$ cat src/rtl/zs_pkg.sv
package zs_pkg;

    typedef enum logic [1:0] {
        SYM_ZERO = 2'd0,
        SYM_POS  = 2'd1,
        SYM_NEG  = 2'd2
    } sym_e;

    function automatic sym_e pulse_of(input logic positive);
        return positive ? SYM_POS : SYM_NEG;
    endfunction

endpackage

$ cat src/rtl/zs_lookahead_pipe.sv
// Holds the last RUN_LEN-1 input bits so that the decision for the oldest
// bit can see the RUN_LEN-1 bits that follow it (the newest one is live).
module zs_lookahead_pipe #(
    parameter int RUN_LEN = 4
) (
    input  logic clk,
    input  logic rst_n,
    input  logic bit_i,
    output logic head_bit_o,
    output logic head_vld_o,
    output logic run_o
);
    localparam int DEPTH = RUN_LEN - 1;

    typedef struct packed {
        logic [DEPTH-1:0] dat;
        logic [DEPTH-1:0] vld;
    } pipe_t;

    pipe_t p_d, p_q;
    logic [DEPTH-1:0] stage_quiet;

    always_comb begin
        p_d        = p_q;
        p_d.dat[0] = bit_i;
        p_d.vld[0] = 1'b1;
        for (int i = 1; i < DEPTH; i++) begin
            p_d.dat[i] = p_q.dat[i-1];
            p_d.vld[i] = p_q.vld[i-1];
        end
    end

    always_ff @(posedge clk or negedge rst_n) begin
        if (!rst_n) p_q <= '0;
        else        p_q <= p_d;
    end

    // a stage counts toward a run only if it holds a real zero
    for (genvar g = 0; g < DEPTH; g++) begin : g_quiet
        assign stage_quiet[g] = p_q.vld[g] & ~p_q.dat[g];
    end

    assign head_bit_o = p_q.dat[DEPTH-1];
    assign head_vld_o = p_q.vld[DEPTH-1];
    assign run_o      = (&stage_quiet) & ~bit_i;

endmodule

$ cat src/rtl/zs_subst_core.sv
// Polarity memory, pulse-parity tracking and the substitution sequencer.
module zs_subst_core
    import zs_pkg::*;
#(
    parameter int RUN_LEN = 4
) (
    input  logic clk,
    input  logic rst_n,
    input  logic head_vld_i,
    input  logic head_bit_i,
    input  logic run_i,
    output sym_e sym_o
);
    localparam int PW = $clog2(RUN_LEN);
    localparam logic [PW-1:0] PH_LOAD = PW'(RUN_LEN - 1);
    localparam logic [PW-1:0] PH_LAST = PW'(1);

    typedef struct packed {
        logic          last_pos;
        logic          odd;
        logic [PW-1:0] phase;
        sym_e          sym;
    } core_t;

    core_t c_d, c_q;

    always_comb begin
        c_d     = c_q;
        c_d.sym = SYM_ZERO;
        if (c_q.phase != '0) begin
            // inside a substitution: zeros, then the violation pulse
            c_d.phase = c_q.phase - 1'b1;
            if (c_q.phase == PH_LAST) begin
                c_d.sym = pulse_of(c_q.last_pos);
                c_d.odd = 1'b0;
            end
        end else if (head_vld_i) begin
            if (run_i) begin
                c_d.phase = PH_LOAD;
                if (!c_q.odd) begin
                    c_d.last_pos = ~c_q.last_pos;
                    c_d.sym      = pulse_of(~c_q.last_pos);
                    c_d.odd      = 1'b1;
                end
            end else if (head_bit_i) begin
                c_d.last_pos = ~c_q.last_pos;
                c_d.sym      = pulse_of(~c_q.last_pos);
                c_d.odd      = ~c_q.odd;
            end
        end
    end

    always_ff @(posedge clk or negedge rst_n) begin
        if (!rst_n) begin
            c_q.last_pos <= 1'b0;
            c_q.odd      <= 1'b0;
            c_q.phase    <= '0;
            c_q.sym      <= SYM_ZERO;
        end else begin
            c_q <= c_d;
        end
    end

    assign sym_o = c_q.sym;

endmodule

$ cat src/rtl/zs_line_drive.sv
module zs_line_drive
    import zs_pkg::*;
(
    input  sym_e sym_i,
    output logic neg_o,
    output logic zero_o,
    output logic pos_o
);
    always_comb begin
        neg_o  = 1'b0;
        zero_o = 1'b0;
        pos_o  = 1'b0;
        case (sym_i)
            SYM_POS: pos_o  = 1'b1;
            SYM_NEG: neg_o  = 1'b1;
            default: zero_o = 1'b1;
        endcase
    end
endmodule

$ cat src/rtl/zs_line_encoder.sv
// RUN_LEN must be 3 or more.
module zs_line_encoder
    import zs_pkg::*;
#(
    parameter int RUN_LEN = 4
) (
    input  logic clk,
    input  logic rst_n,
    input  logic bit_i,
    output logic sym_neg_o,
    output logic sym_zero_o,
    output logic sym_pos_o
);
    logic head_bit, head_vld, run_zero;
    sym_e sym;

    zs_lookahead_pipe #(.RUN_LEN(RUN_LEN)) u_pipe (
        .clk        (clk),
        .rst_n      (rst_n),
        .bit_i      (bit_i),
        .head_bit_o (head_bit),
        .head_vld_o (head_vld),
        .run_o      (run_zero)
    );

    zs_subst_core #(.RUN_LEN(RUN_LEN)) u_core (
        .clk        (clk),
        .rst_n      (rst_n),
        .head_vld_i (head_vld),
        .head_bit_i (head_bit),
        .run_i      (run_zero),
        .sym_o      (sym)
    );

    zs_line_drive u_drive (
        .sym_i  (sym),
        .neg_o  (sym_neg_o),
        .zero_o (sym_zero_o),
        .pos_o  (sym_pos_o)
    );

endmodule

$ cat config.mk
export PLATFORM = sky130hd
export DESIGN_NAME = zs_line_encoder
export DESIGN_NICKNAME = d
export VERILOG_FILES = /design/src/rtl/zs_pkg.sv /design/src/rtl/zs_lookahead_pipe.sv /design/src/rtl/zs_subst_core.sv /design/src/rtl/zs_line_drive.sv /design/src/rtl/zs_line_encoder.sv
export SDC_FILE = /design/constraint.sdc
export NUM_CORES = 1
export LEC_CHECK = 0
export ABC_CLOCK_PERIOD_IN_PS = 1200
export BUFFER_PORTS_ARGS = -buffer_cell sky130_fd_sc_hd__buf_2
export CORE_AREA = 8 8 45 47
export CTS_BUF_LIST = sky130_fd_sc_hd__clkbuf_8
export DETAILED_ROUTE_END_ITERATION = 8
export DIE_AREA = 0 0 53 55
export PLACE_DENSITY_LB_ADDON = 0.05
export RECOVER_POWER = 50
export SLEW_MARGIN = 20
export SYNTH_ARGS = -nofsm -noshare
export SYNTH_HDL_FRONTEND = slang
export SYNTH_SLANG_ARGS = --single-unit
$ cat constraint.sdc
create_clock -name clk -period 1.2 [get_ports clk]
set_input_delay 0.06 -clock clk [delete_from_list [all_inputs] [get_ports clk]]
set_output_delay 0.06 -clock clk [all_outputs]
set_load 0.1 [all_outputs]
==> out/metrics.yaml <==
finalHoldViolations: 0
avgRoutedWirePerCell_um: 14.68
multiInputGateArea_um2: 235.2
total_power_w: 0.001545
syn_nets: 49
r2r-end: "u_core.sym_o[1]$_DFF_PN0_"
ys_seq_elements: 12
grt_pass1_vias: 389
coreArea_um2: 1384
path_cells: "and4bb_2 -> a31oi_4 -> a211oi_2"
gp_congestion: 0.8629
final_antenna_net_count: 0
syn_to_final_growth_pct: 43.46
io_pins: 6
clk_pin_slew_ns: 0.05
ys.warnings.count: 0
cp-start-kind: "flip-flop"
p_leak_nw: 0.3128
regToRegStartpoint: "u_pipe.p_d[5]$_DFF_PN0_"
postLayoutCoreUtil: 0.5253
via_count: 363
maxSlewHeadroom: 0.5804
die_x_um: 53
place_area_um2: 598.1
synth_area_um2: 506.7
crit_family: "flip-flops"
post-route-period-util: 0.9691
finClkSkew_ns: 0.003683
track_usage: 0.08453
htreeDepth: 1
antenna_found_initial: 0
tightest_slew_ns: 0.6294
setup_viol: 0
rsz0062_at_grt: "yes"
drt-pass1-iter-count: 2
finalCriticalPeriod_ns: 1.163
grt_pass1_wl_mm: 1.635
grt-ovfl-total: 0
drv_cap: 0
layout_commonest_cell: "dfrtp_1"
most-common-layout-cells: "dfrtp_1 (11), nor2_1 (5), inv_1 (4), clkbuf_8 (4), buf_12 (3)"
yosysSeqAreaShare: 0.5926
critPathMaxFanout: 4
max_stage_delay_ns: 0.37
hp-class: "input port to async pin"
clock_path_buffers: 2
crit_path_end_kind: "flip-flop"
final_cell_area_um2: 726.9
drc: 0
cts_sinks: 12
tritoncts: "built"
path_buf_inv: 0
clk_latency_ns: 0.24
cts-buffers-inserted: 3
slew_violations: 0
die_area_um2: 2915
via_per_inst: 5.113
clockRootBuffer: "clkbuf_8"
place_hpwl_um: 662.2
crit_type: "flip-flop to flip-flop"
rows: 14
ys_types: 21
reg2reg_slack_ns: 0.04
r2r_cells: 3
fp.dieH_um: 55
startpoint: "u_pipe.p_d[5]$_DFF_PN0_"
required_ns: 1.35
grt_max_degree: 13
fmax_mhz: 859.9
finalWirelength_mm: 1.042
cp.arrival_ns: 1.31
antenna-diode-count: 0
drtIter0Drc: 4
port_buffers: 5
syn_area_per_cell_um2: 11.52
status: "completed"
crit_slowest_cell: "dfrtp_1"
start_util: 0.3662
nets: 61
synth_cells: 44
drive_gt1_frac: 0.3818
peakVddDrop_v: 0.0009784
nFillCells: 119
p_per_area_nw_per_um2: 2125
seq_area_um2: 301.5
-- repair_timing --
item | 4_1_cts | 5_1_grt
endpoints found under the hold margin | 13 | 0
pin swaps | 0 | 3
hold buffers | 2 | 0
endpoints found under the setup margin | 3 | 6
setup buffers | 1 | 0
gates resized for setup | 1 | 7
-- sequential cells by signal (all words and copies together), names as in the netlist --
signal and flops:
u_pipe.head_bit_o 1, u_pipe.head_vld_o 1, u_pipe.p_d 4, u_core.c_q 4, u_core.sym_o 2
-- logic make-up after synthesis --
logic type                 after synthesis  share of synthesized area
AOI/OAI and AO/OA                       10                     0.1457
adders and majority gates                2                    0.04937
buffers and inverters                    6                    0.04444
DFF                                     12                     0.5926
other                                    1                   0.007400
and+or+nand+nor                         13                     0.1605
-- metal layers --
| layer | share of wire | up-vias | GRT usage |
|---|---|---|---|
| li1 | - | 174 | - |
| met1 | 0.36 | 176 | 0.07367 |
| met2 | 0.52 | 8 | 0.1289 |
| met3 | 0.068 | 5 | 0.04011 |
| met4 | 0.047 | 0 | 0.1078 |
| met5 | 0 | - | 0 |
-- how the worst max path moves through the flow --
stage | to | depth (start not counted)
after floorplan | u_core.sym_o[0]$_DFF_PN0_ | 3
after global placement | u_core.sym_o[0]$_DFF_PN0_ | 3
after detailed placement | u_core.sym_o[0]$_DFF_PN0_ | 3
after CTS | u_core.sym_o[0]$_DFF_PN0_ | 3
after global routing | u_core.c_q[4]$_DFFE_PN0P_ | 3
final | u_core.sym_o[1]$_DFF_PN0_ | 3
-- report_power, final --
part           internal [W]  leakage, nW  switching, W
Sequential         0.000449        0.145     0.0000433
Combinational      0.000240        0.139      0.000373
Clock              0.000290       0.0288      0.000150
-- worst register-to-register path, stage by stage, from the launching register on --
cell      delay, ns
dfrtp_1        0.37
and4bb_2       0.36
a31oi_4        0.12
a211oi_2       0.22
-- cell usage after synthesis, drive strengths merged --
library cell,count,share of area
or2,1,0.012
a21oi,2,0.020
nor3,1,0.0099
dfrtp,12,0.59
o21ai,1,0.0099
nand2,1,0.0074
and4,1,0.017
inv,5,0.037
and4bb,1,0.025
o32ai,1,0.017
nand4b,1,0.017
a31o,1,0.017
conb,1,0.0074
a211oi,3,0.044
buf,1,0.0074
a31oi,2,0.037
and3b,1,0.017
nor2,5,0.037
ha,2,0.049
nor2b,1,0.017
-- metrics by stage --
step	hold WS, ns	setup WS [ns]	setup TNS [ns]	instances
after floorplan	-0.2356	0.1223	0	44
after global placement	-0.05762	0.03231	0	64
after detailed placement	-0.05025	-0.001006	-0.001006	64
after CTS	0.2201	-0.01237	-0.02365	71
after global routing	0.3887	-0.02306	-0.05967	71
final	0.3437	0.03706	0	71
-- cell type report --
cell class	instances	area share
Sequential cell	12	0.4148
Multi-Input combinational cell	26	0.3236
Timing Repair Buffer	8	0.1325
Clock buffer	4	0.07573
Tap cell	16	0.02754
Inverter	5	0.02582
No activity file was read; power rests on OpenSTA's default activity.
